### src/rtl/frame_end_counter.sv
module frame_end_counter #(
  parameter int CNT_W = 24,
  parameter int DW    = 32
) (
  input  logic          clk,
  input  logic          rst_n,
  input  logic          fifo_rd_i,
  input  logic          sof_i,
  input  logic [1:0]    reg_addr_i,
  input  logic          reg_wr_i,
  input  logic [DW-1:0] reg_wdata_i,
  output logic [DW-1:0] reg_rdata_o,
  output logic          irq_o
);

  localparam logic [1:0] A_TGT = 2'd0;
  localparam logic [1:0] A_CTL = 2'd1;
  localparam logic [1:0] A_STS = 2'd2;
  localparam logic [1:0] A_CNT = 2'd3;

  logic [CNT_W-1:0] tgt_q, cnt_q, cnt_d;
  logic             armed_q, en_q, sts_q;
  logic             step, hit, clr;

  assign step  = sof_i ? fifo_rd_i : (armed_q & fifo_rd_i);
  assign cnt_d = sof_i ? {{(CNT_W-1){1'b0}}, fifo_rd_i}
                       : (step ? cnt_q + 1'b1 : cnt_q);
  assign hit   = step && (tgt_q != '0) && (cnt_d == tgt_q);
  assign clr   = reg_wr_i && reg_addr_i == A_STS && reg_wdata_i[0];

  always_ff @(posedge clk or negedge rst_n) begin
    if (!rst_n) begin
      tgt_q   <= '0;
      en_q    <= 1'b0;
      cnt_q   <= '0;
      armed_q <= 1'b1;
      sts_q   <= 1'b0;
    end else begin
      if (reg_wr_i && reg_addr_i == A_TGT) tgt_q <= reg_wdata_i[CNT_W-1:0];
      if (reg_wr_i && reg_addr_i == A_CTL) en_q  <= reg_wdata_i[0];
      cnt_q <= cnt_d;
      if (hit)        armed_q <= 1'b0;
      else if (sof_i) armed_q <= 1'b1;
      if (hit)      sts_q <= 1'b1;
      else if (clr) sts_q <= 1'b0;
    end
  end

  always_comb begin
    reg_rdata_o = '0;
    case (reg_addr_i)
      A_TGT:   reg_rdata_o[CNT_W-1:0] = tgt_q;
      A_CTL:   reg_rdata_o[0]         = en_q;
      A_STS:   reg_rdata_o[0]         = sts_q;
      default: reg_rdata_o[CNT_W-1:0] = cnt_q;
    endcase
  end

  assign irq_o = sts_q & en_q;

  AST_SOF_CLEARS: assert property (@(posedge clk) disable iff (!rst_n)
    (sof_i && !fifo_rd_i) |=> (cnt_q == '0));
  AST_HOLD_AFTER_HIT: assert property (@(posedge clk) disable iff (!rst_n)
    (!armed_q && !sof_i) |=> $stable(cnt_q));
  AST_STS_ON_READ: assert property (@(posedge clk) disable iff (!rst_n)
    $rose(sts_q) |-> $past(fifo_rd_i));
  AST_ZERO_TGT_SILENT: assert property (@(posedge clk) disable iff (!rst_n)
    (tgt_q == '0 && !sts_q) |=> !sts_q);
  AST_SOF_NO_EOF: assert property (@(posedge clk) disable iff (!rst_n)
    (sof_i && !fifo_rd_i && !sts_q) |=> !sts_q);
  AST_IRQ_NEEDS_EN: assert property (@(posedge clk) disable iff (!rst_n)
    irq_o |-> (reg_addr_i != A_CTL || 1'b1) && en_q && sts_q);

endmodule

### config.mk
export PLATFORM = sky130hd
export DESIGN_NAME = frame_end_counter
export DESIGN_NICKNAME = d
export VERILOG_FILES = /design/src/rtl/frame_end_counter.sv
export SDC_FILE = /design/constraint.sdc
export NUM_CORES = 1
export LEC_CHECK = 0
export BUFFER_PORTS_ARGS = -buffer_cell sky130_fd_sc_hd__buf_2
export CAP_MARGIN = 20
export CORE_ASPECT_RATIO = 1.1
export CORE_UTILIZATION = 59
export CTS_CLUSTER_SIZE = 12
export DETAILED_ROUTE_END_ITERATION = 16
export HOLD_SLACK_MARGIN = 0.15
export PLACE_DENSITY_LB_ADDON = 0.12
export SYNTH_ARGS = -nofsm -noshare
export SYNTH_HDL_FRONTEND = slang
export SYNTH_SLANG_ARGS = --single-unit
### constraint.sdc
create_clock -name clk -period 4.2 [get_ports clk]
set_clock_uncertainty 0.1 [all_clocks]
set_input_delay 0.84 -clock clk [delete_from_list [all_inputs] [get_ports clk]]
set_output_delay 0.84 -clock clk [all_outputs]
set_load 0.02 [all_outputs]
==> results of run 1 <==
==> Yosys cell counts, types with 4 or more instances <==
master                     number  area [µm²]
sky130_fd_sc_hd__nand2_1       17        63.8
sky130_fd_sc_hd__mux2_2        26         293
sky130_fd_sc_hd__nor4_1         8        50.1
sky130_fd_sc_hd__or3_1          4        25.0
sky130_fd_sc_hd__a22o_1        22         193
sky130_fd_sc_hd__nor4_2         4        50.1
sky130_fd_sc_hd__o21ai_0        9        45.0
sky130_fd_sc_hd__inv_1          9        33.8
sky130_fd_sc_hd__a21oi_1       12        60.1
sky130_fd_sc_hd__xnor2_1        8        70.1
sky130_fd_sc_hd__nand3_1       12        60.1
sky130_fd_sc_hd__nor3_1         5        25.0
sky130_fd_sc_hd__buf_6          4        45.0
sky130_fd_sc_hd__nor2_1        19        71.3
sky130_fd_sc_hd__clkbuf_1      10        37.5
sky130_fd_sc_hd__clkbuf_8       4        55.1
sky130_fd_sc_hd__or4_1          5        37.5
sky130_fd_sc_hd__nand4_1       12        75.1
sky130_fd_sc_hd__xor2_1        12         105
sky130_fd_sc_hd__buf_4          8        60.1
sky130_fd_sc_hd__and3_1         7        43.8
sky130_fd_sc_hd__o31ai_1        5        37.5
sky130_fd_sc_hd__dfrtp_1       50        1250
sky130_fd_sc_hd__nor3b_1        4        30.0
==> routing by layer <==
metal / track usage, % / vias to the layer above / part of all wire (%)
li1: - / 1304 / -
met1: 42.5 / 1332 / 45
met4: 10.4 / 0 / 2.3
met2: 44.1 / 132 / 47
met5: 0 / - / 0
met3: 4.14 / 20 / 6.0
==> final cells by class <==
class,instances,share of cell area [%]
Clock buffer,6,2.25
Clock inverter,2,0.953
Inverter,9,0.919
Multi-Input combinational cell,247,50.1
Sequential cell,51,34.7
Tap cell,75,2.55
Timing Repair Buffer,60,8.51
==> worst max-delay path: stages (launching register included) <==
cell and delay [ps]:
sky130_fd_sc_hd__dfstp_2 660, sky130_fd_sc_hd__o211ai_2 320, sky130_fd_sc_hd__nor3_2 420, sky130_fd_sc_hd__nand4_1 300, sky130_fd_sc_hd__a2111oi_2 450, sky130_fd_sc_hd__o41ai_1 140
sky130_fd_sc_hd__a2111oi_2 400, sky130_fd_sc_hd__nand4_1 210, sky130_fd_sc_hd__o21a_1 160
==> path summary, 6_finish.rpt <==
kind / start / endpoint / slack, ps
setup / recovery: armed_q$_DFFE_PN1P_ / armed_q$_DFFE_PN1P_ / 990
hold / removal: rst_n / cnt_q[10]$_DFF_PN0_ / 380
setup reg to reg: armed_q$_DFFE_PN1P_ / armed_q$_DFFE_PN1P_ / 990
hold reg to reg: sts_q$_DFFE_PN0P_ / sts_q$_DFFE_PN0P_ / 430
max in group asynchronous: rst_n / armed_q$_DFFE_PN1P_ / 2790
min in group clk: sts_q$_DFFE_PN0P_ / sts_q$_DFFE_PN0P_ / 430
==> sequential cells by signal, summed over array words and instances (netlist names) <==
signal and cells:
armed_q 1, cnt_q 24, en_q 1, sts_q 1
tgt_q 24
==> through the flow <==
step	hold slack [ps]	utilization [%]
3_5_place_dp	404	66.0
6_report	383	68.2
2_1_floorplan	353	-
3_3_place_gp	393	66.0
5_1_grt	407	68.2
4_1_cts	395	68.2
==> report_power, final <==
part           switching (mW)  internal (mW)
clock                   0.165          0.193
combinational           0.124          0.112
sequential             0.0850          0.539
total                   0.373          0.844
==> cells in the final DEF (no fill, tap or decap), drive strengths merged, types with 7 or more instances in the layout <==
master / count
buf: 60
dfrtp: 50
mux2: 27
a22o: 23
nor2: 20
nand2: 17
nand3: 14
nor4: 14
nand4: 13
a21oi: 13
xor2: 12
o21ai: 11
inv: 9
xnor2: 8
conb: 8
and3: 7
==> cell families after synthesis <==
| logic type | count (synthesis) |
|---|---|
| and+or+nand+nor | 120 |
| DFF | 51 |
| buffers and inverters | 36 |
| AOI/OAI and AO/OA | 69 |
| xor gates and xnor gates | 20 |
| other | 1 |
| muxes | 29 |
| adders and majority gates | 1 |
==> summary by stage, run 1 <==
Pwr
The leakage power is about 1.6 nW. After layout, the design draws a total of roughly 1.2 mW. VDD sags by at most 0.248 mV. Power spread over the standard cell area amounts to 331 nW/µm².

STA
The minimum clock period is about 3200 ps. Setup repair after global routing left no endpoint under its margin. The slew of the pin with the lowest slew margin is 667 ps. The max-slew violation count is 0.

Of the available clock period, the critical path in the final layout requires 76.4%. The worst pin sits at a relative slew slack of 55.4%. The setup slack of the critical path after layout is 990 ps. For this run, the top clock speed supported by timing is roughly 0.31 GHz. Setup violations remaining at the end of the flow were counted as 0. The number of hold violations in the final report is 0. After routing, the total negative slack on setup checks comes to 0 ps.

Critical path
For the worst setup path, the data required time is between 4000 and 5000 ps. The number of cells on the worst reg-to-reg path is 8. The type of element capturing the critical path is a register. STA classifies the critical path startpoint as a register. The kind of critical path is register to register.

Of all nets on the critical path, the largest fanout is 14. STA puts the critical path data arrival time at ~3400 ps.

Synthesis
The synthesized netlist occupies a cell area of between 3000 and 4000 µm². The share of synthesized area spent on multiplexers is between 10% and 20%. Summing the areas of all fa, ha and maj instances in the mapped netlist gives 0.376% of the synthesized area. The count of different cell masters after synthesis is 64.

The fraction of synthesized cell area in xor and xnor cells is under 10%. The register bit total from synthesis is 51. The post-synthesis compound-gate area fraction is ~16%. The dominant combinational cell family by area after synthesis is simple AND/OR/NAND/NOR gates.

The prevailing post-synth register cell is sky130_fd_sc_hd__dfrtp_1. Of all flip-flops after synthesis, the portion carrying an async set or reset was 100%. The sequential share of the synthesized area is 38.4%. During synthesis, Yosys emitted a total of 0 warnings. The synthesized instance count is ~330.

The synthesized design contains 0 enable-type register cells. The mean post-synth cell area is ~10 µm². After Yosys synthesis, and, or, nand and nor cells account for around 23% of the synthesized area.

Placed design
Summed over all nets, the half-perimeter wirelength after detailed placement is 5980 µm. The post-place instance area is ~3600 µm². Timing analysis after detailed placement gives a worst setup slack of 771 ps. Port buffering added 55 buffers.

After detailed placement, the design holds a cell count of 442. The final estimated routing congestion in global placement is around 0.86.

GRT
The via count of the first global-routing pass was ~2500. The global routing usage summed across all routing layers is 29.2%. The largest net degree at the start of global routing is 40.

The initial antenna violation count came to 0. The overflow left after global routing is 0. The first global-routing pass estimated 13000 µm of wire.

Clock network
The number of hold buffers added after cts is 0. The number of H-tree levels is 2. In this run, post-CTS repair resized a total of 0 instances. The root buffer cell chosen for the clock tree is sky130_fd_sc_hd__clkbuf_8. TritonCTS built the clock tree. The number of sinks driven by the clock tree is 51. Clock tree synthesis inserted a total of 5 buffers. The deepest clock path buffer count is 2. At the later pin of the worst-skew pair, clock insertion delay measures 310 ps. The register clock-pin slew on the reported worst setup and hold paths is 100 ps. Once the clock tree was built, the setup fixing pass inserted 0 buffers.

Outcome
The run finished with clean final reports.

Finish
0 antenna diodes ended up in the layout. The finished cells cover 3680 µm². The ratio of cells with drive above 1 in the final layout is between 30% and 40%. The count of nets after finishing is 414.

The multi-input combinational cells in the finished layout cover a total of roughly 1800 µm². Fill cells in the final layout number about 460. Across the whole layout, storage elements account for approximately 1300 µm². The relative area change from synthesis to final layout is 10.6%.

The non-filler instance count after layout is 450.

Floorplan
The floorplan has 28 rows. The floorplan step defined a core boundary enclosing ~5400 µm². The die area is 5940 µm².

The initial cell density of the core is approximately three fifths. The vertical die dimension is approximately 81 µm. The count of boundary I/O pins is between 70 and 80. The die width is between 70 and 80 µm.

Drt
The number of remaining DRC errors is 0. The number of vias per cell after detailed routing is 6.20. The first-pass iteration count of the detailed router is 5. For this block, the initial DRC count from the detailed router was between 200 and 300. The number of routed nets with antenna violations is 0. For this block, the via count after detailed routing is ~2800.

After detailed routing, the average wire length per cell comes to ~18 µm. After detailed routing, the total wire length is slightly above 8000 µm.

Worst hold path
The worst min-delay path class is primary input to asynchronous set/reset pin.

Run
Max-cap violations in this run came to 0.
Note: power is estimated with default switching activity, not from simulation.
==> run 2, diff against run 1 <==
- ABC_AREA: not set -> 1
- CORE_UTILIZATION: 59 -> 55
- clock period: 4.2 -> 3.1 ns (I/O delays scaled with it)
==> summary by stage, run 2 <==
Critical path
The launching instance or port of the critical path is reg_addr_i[1]. The arrival time reported for the critical path endpoint was 1760 ps (-1600 ps). The worst setup slack for register-to-register paths is 730 ps (-260 ps). The count of cells along the worst register-to-register path is 14 (+6). The critical path's slowest cell is sky130_fd_sc_hd__inv_1.

The kind of critical path is primary input to primary output. The maximum fanout count along the critical path is 15 (+1). The startpoint of the worst-slack reg-to-reg timing path is cnt_q[0]$_DFF_PN0_. Broken down by cell family, the worst path's largest delay share belongs to buffers and inverters.

The type of element capturing the critical path is a primary output. The reg-to-reg endpoint is armed_q$_DFFE_PN1P_. Walking the worst path, the cells encountered are buf_2 -> nor2_1 -> inv_1 -> buf_12 -> o22ai_1 -> buf_2. The critical path data required time was 2380 ps (-1970 ps). The buffering stage count on the worst path with inverters included is 4 (+4). Among the stages of the critical path, the cell type that occurs most often is sky130_fd_sc_hd__buf_2. The worst setup path is launched from a primary input.

The highest cell delay on the worst timing path is 220 ps (-440 ps).

Synthesis
The count of different cell masters after synthesis is 28 (-56%). The prevailing post-synth register cell is sky130_fd_sc_hd__dfrtp_1. The number of flops mapped to enable cells by yosys is 0 (unchanged). The synthesized design spends more area on one cell type than any other, namely sky130_fd_sc_hd__dfrtp_1.

The proportion of netlist area held by the largest area contributor is 37.7% (about the same). The register bit total from synthesis is 51 (unchanged). The synthesis warning total is 0 (unchanged). The most common cell in the synthesized netlist is sky130_fd_sc_hd__nand2_1. In the synthesized netlist, the cells that appear most often are 116 x sky130_fd_sc_hd__nand2_1, 92 x sky130_fd_sc_hd__inv_1, 72 x sky130_fd_sc_hd__nor2_1. The mean post-synth cell area is 6.58 µm² (-35%). The proportion of register bits with asynchronous set or reset after synthesis is 100% (unchanged).

Ranked by total cell area, the synthesized netlist is headed by sky130_fd_sc_hd__dfrtp_1 38%, sky130_fd_sc_hd__nand2_1 13%, sky130_fd_sc_hd__inv_1 10%, sky130_fd_sc_hd__nand3_1 8.1%, sky130_fd_sc_hd__nor2_1 8.1%. The synthesized instance count is 505 (+54%). The post-synth design cell area is 3320 µm² (about the same). The sequential share of the synthesized area is 38.5% (about the same).

STA
The top achievable clock speed is 0.404 GHz. The max-slew violation count is 0 (unchanged). The total setup violations reported at the end of the flow came to 0 (unchanged). The minimum clock period is 2480 ps. The share of the clock period used by the worst path is 79.9%. Setup repair after global routing left no endpoint under its margin.

The number of hold violations in the final report is 0 (unchanged). The final sum of negative setup slack was 0 ps (unchanged).

Placed design
The number of placed cells counting well taps came to 631 (+43%). The number of input and output port buffers inserted is 55 (unchanged). The sum of net half-perimeters after detailed placement was 7110 µm (+19%). The final estimated routing congestion in global placement was 0.956 (+11%).

GRT
The initial antenna violation count is 0 (unchanged). The overflow left after global routing is 0 (unchanged). The largest net degree at the start of global routing is 49 (+23%).

The global-route wire length before repair is 15000 µm (+15%). The via count of the first global-routing pass is 3181 (+26%). The global routing usage summed across all routing layers is 30.5% (+1.4 points).

Pwr
The internal power is 1.01 mW (+20%). The share of total power consumed by net switching is 33.3% (+2.6 points). The maximum VDD drop is 0.248 mV (-0.10%). The switching component of the power is 0.505 mW (+35%). The proportion of power drawn by the clock network was 27.0% (-2.4 points).

The leakage power came to 2.13 nW (+32%). The part of the power in registers was 51.2% (about the same). The part of the total power dissipated in combinational logic is 21.8% (+2.4 points).

The power density of the placed cells was 402 nW/µm² (+21%).

Worst hold path
The startpoint of the worst hold path is en_q$_DFFE_PN0P_. The path with the worst hold slack has its endpoint at en_q$_DFFE_PN0P_. The tightest min-delay check is of the register to register type. The worst hold path passes through 2 cells.

Drt
The first-pass iteration count of the detailed router is 5 (unchanged). The starting DRC count in detailed routing was 282 (+2.5%). The total number of vias was 3500 (+26%). The final routed wirelength across all metal layers was 9290 µm (+13%). Routed signal wires occupy layers up through met4.

The routed wire length on met2 was 4280 µm (+11%). The number of vias per cell after detailed routing is 5.47 (-12%). The routed wirelength normalized by instance count is 14.5 µm (-21%). The number of routed nets with antenna violations is 0 (unchanged). The number of remaining DRC errors is 0 (unchanged). The wire length the detailed router placed on met1 is 4110 µm (+12%).

The amount of wire on met3 after detailed routing is 559 µm (+13%).

Finish
The register cell area after layout is 1280 µm² (unchanged). The count of nets after finishing came to 602 (+45%). The non-filler instance count after layout is 640 (+42%). The commonest non-fill, non-tap cell in the layout is sky130_fd_sc_hd__nand2_1. The largest registers in the layout are cnt_q: 24 flops, tgt_q: 24 flops.

The number of fillers in the final layout is 546 (+19%). The relative area change from synthesis to final layout is 13.8%. The number of antenna cells inserted came to 0 (unchanged). The ratio of cells with drive above 1 in the final layout is 14.2% (-17 points). The area of the multi-input gates is 1610 µm² (-12%).

In the layout the commonest cells are 116 x sky130_fd_sc_hd__nand2_1, 92 x sky130_fd_sc_hd__inv_1, 72 x sky130_fd_sc_hd__nor2_1, 55 x sky130_fd_sc_hd__buf_2, 54 x sky130_fd_sc_hd__nand3_1.

Floorplan
The count of boundary I/O pins is 72 (unchanged). The floorplan row count was 29 (+3.6%). The area inside the core boundary was 5810 µm² (+7.6%).

The die area is 6360 µm² (+7.0%). The initial cell density of the core is 57.2% (-4.4 points). The vertical die dimension is 83.5 µm (+3.4%). The die width is 76.1 µm (+3.4%).

Clock network
The number of sinks driven by the clock tree came to 51 (unchanged). The register clock-pin slew on the reported worst setup and hold paths was 90 ps (about the same). The buffers inserted during post-CTS setup optimization came to 0 (unchanged). The root buffer cell chosen for the clock tree is sky130_fd_sc_hd__clkbuf_8. The clock latency reported for the late side of the worst-skew pair is 310 ps (about the same). The deepest clock path buffer count was 2 (unchanged). The number of clock buffers inserted by TritonCTS is 5 (unchanged). The number of H-tree levels came to 2 (unchanged). TritonCTS built the clock tree.

Run
The max-cap check violation count is 0 (unchanged).

Outcome
The run finished with clean final reports.
run 2: cell count changes after synthesis, sizes merged, moves of 22 or more:
cell / delta
nand2: +101
o22ai: +22
inv: +85
a22o: -23
nor2: +58
nand3: +40
mux2: -27
run 2: how the worst max path moves through the flow:
stage                     cells after the start                  end
final                                         6      reg_rdata_o[10]
after global routing                         14  armed_q$_DFFE_PN1P_
after CTS                                     6      reg_rdata_o[10]
after detailed placement                     16  armed_q$_DFFE_PN1P_
after global placement                       16  armed_q$_DFFE_PN1P_
after floorplan                               4      reg_rdata_o[10]
run 2: power groups by stage:
stage                     clock network [mW]  registers, mW  logic (mW)
after floorplan                            0          0.767       0.226
after global placement                     0          0.785       0.323
after detailed placement                   0          0.788       0.329
after CTS                              0.417          0.774       0.332
after global routing                   0.433          0.781       0.372
final                                  0.410          0.777       0.331
run 2: area by class of cell:
type | instances | area share, %
Clock inverter | 1 | 0.132
Sequential cell | 51 | 33.8
Clock buffer | 7 | 2.28
Multi-Input combinational cell | 347 | 42.6
Tap cell | 77 | 2.55
Inverter | 94 | 9.33
Timing Repair Buffer | 63 | 9.27
run 2: metal layers:
layer / global-route usage, % / vias to the layer above
li1: - / 1711
met1: 41.0 / 1600
met2: 49.2 / 159
met3: 3.72 / 30
met4: 14.5 / 0
met5: 0 / -
run 2: worst reg2reg max path: stages, from the launching register on:
cell and delay, ps:
sky130_fd_sc_hd__dfrtp_1 410, sky130_fd_sc_hd__ha_1 210, sky130_fd_sc_hd__nand3_1 160, sky130_fd_sc_hd__inv_1 190, sky130_fd_sc_hd__nand2_2 120, sky130_fd_sc_hd__nor2_2 190
sky130_fd_sc_hd__nand4_1 150, sky130_fd_sc_hd__nand3_1 140, sky130_fd_sc_hd__nand2_1 70, sky130_fd_sc_hd__nand2_1 50, sky130_fd_sc_hd__nand2_1 50, sky130_fd_sc_hd__nor2_1 140
sky130_fd_sc_hd__nand2_1 130, sky130_fd_sc_hd__nor2_1 130, sky130_fd_sc_hd__nor2_1 60
run 2: per-stage QoR:
step	total power [mW]	area, µm²	utilization (%)	hold WS (ps)	setup WS [ps]
after global routing	1.59	3780	65.1	450	460
final	1.52	3780	65.1	449	623
after floorplan	0.993	3350	-	224	961
after detailed placement	1.12	3680	63.4	439	562
after CTS	1.52	3780	65.1	453	623
after global placement	1.11	3680	63.4	408	601
run 2: what timing repair did:
action                    CTS  global route
gates resized for setup     0             0
hold buffers                1             0
hold endpoints to repair   13             0
run 2: cell families (layout without fill, tap and decap cells):
group | Yosys count | after routing | synth area share, %
XOR/XNOR | 5 | 5 | 1.32
other | 1 | 8 | 0.113
flip-flops | 51 | 51 | 38.5
AO/OA/AOI/OAI | 61 | 61 | 10.2
buffers and inverters | 114 | 165 | 13.8
AND/OR/NAND/NOR | 272 | 272 | 35.7
adder cells (fa/ha/maj) | 1 | 1 | 0.377
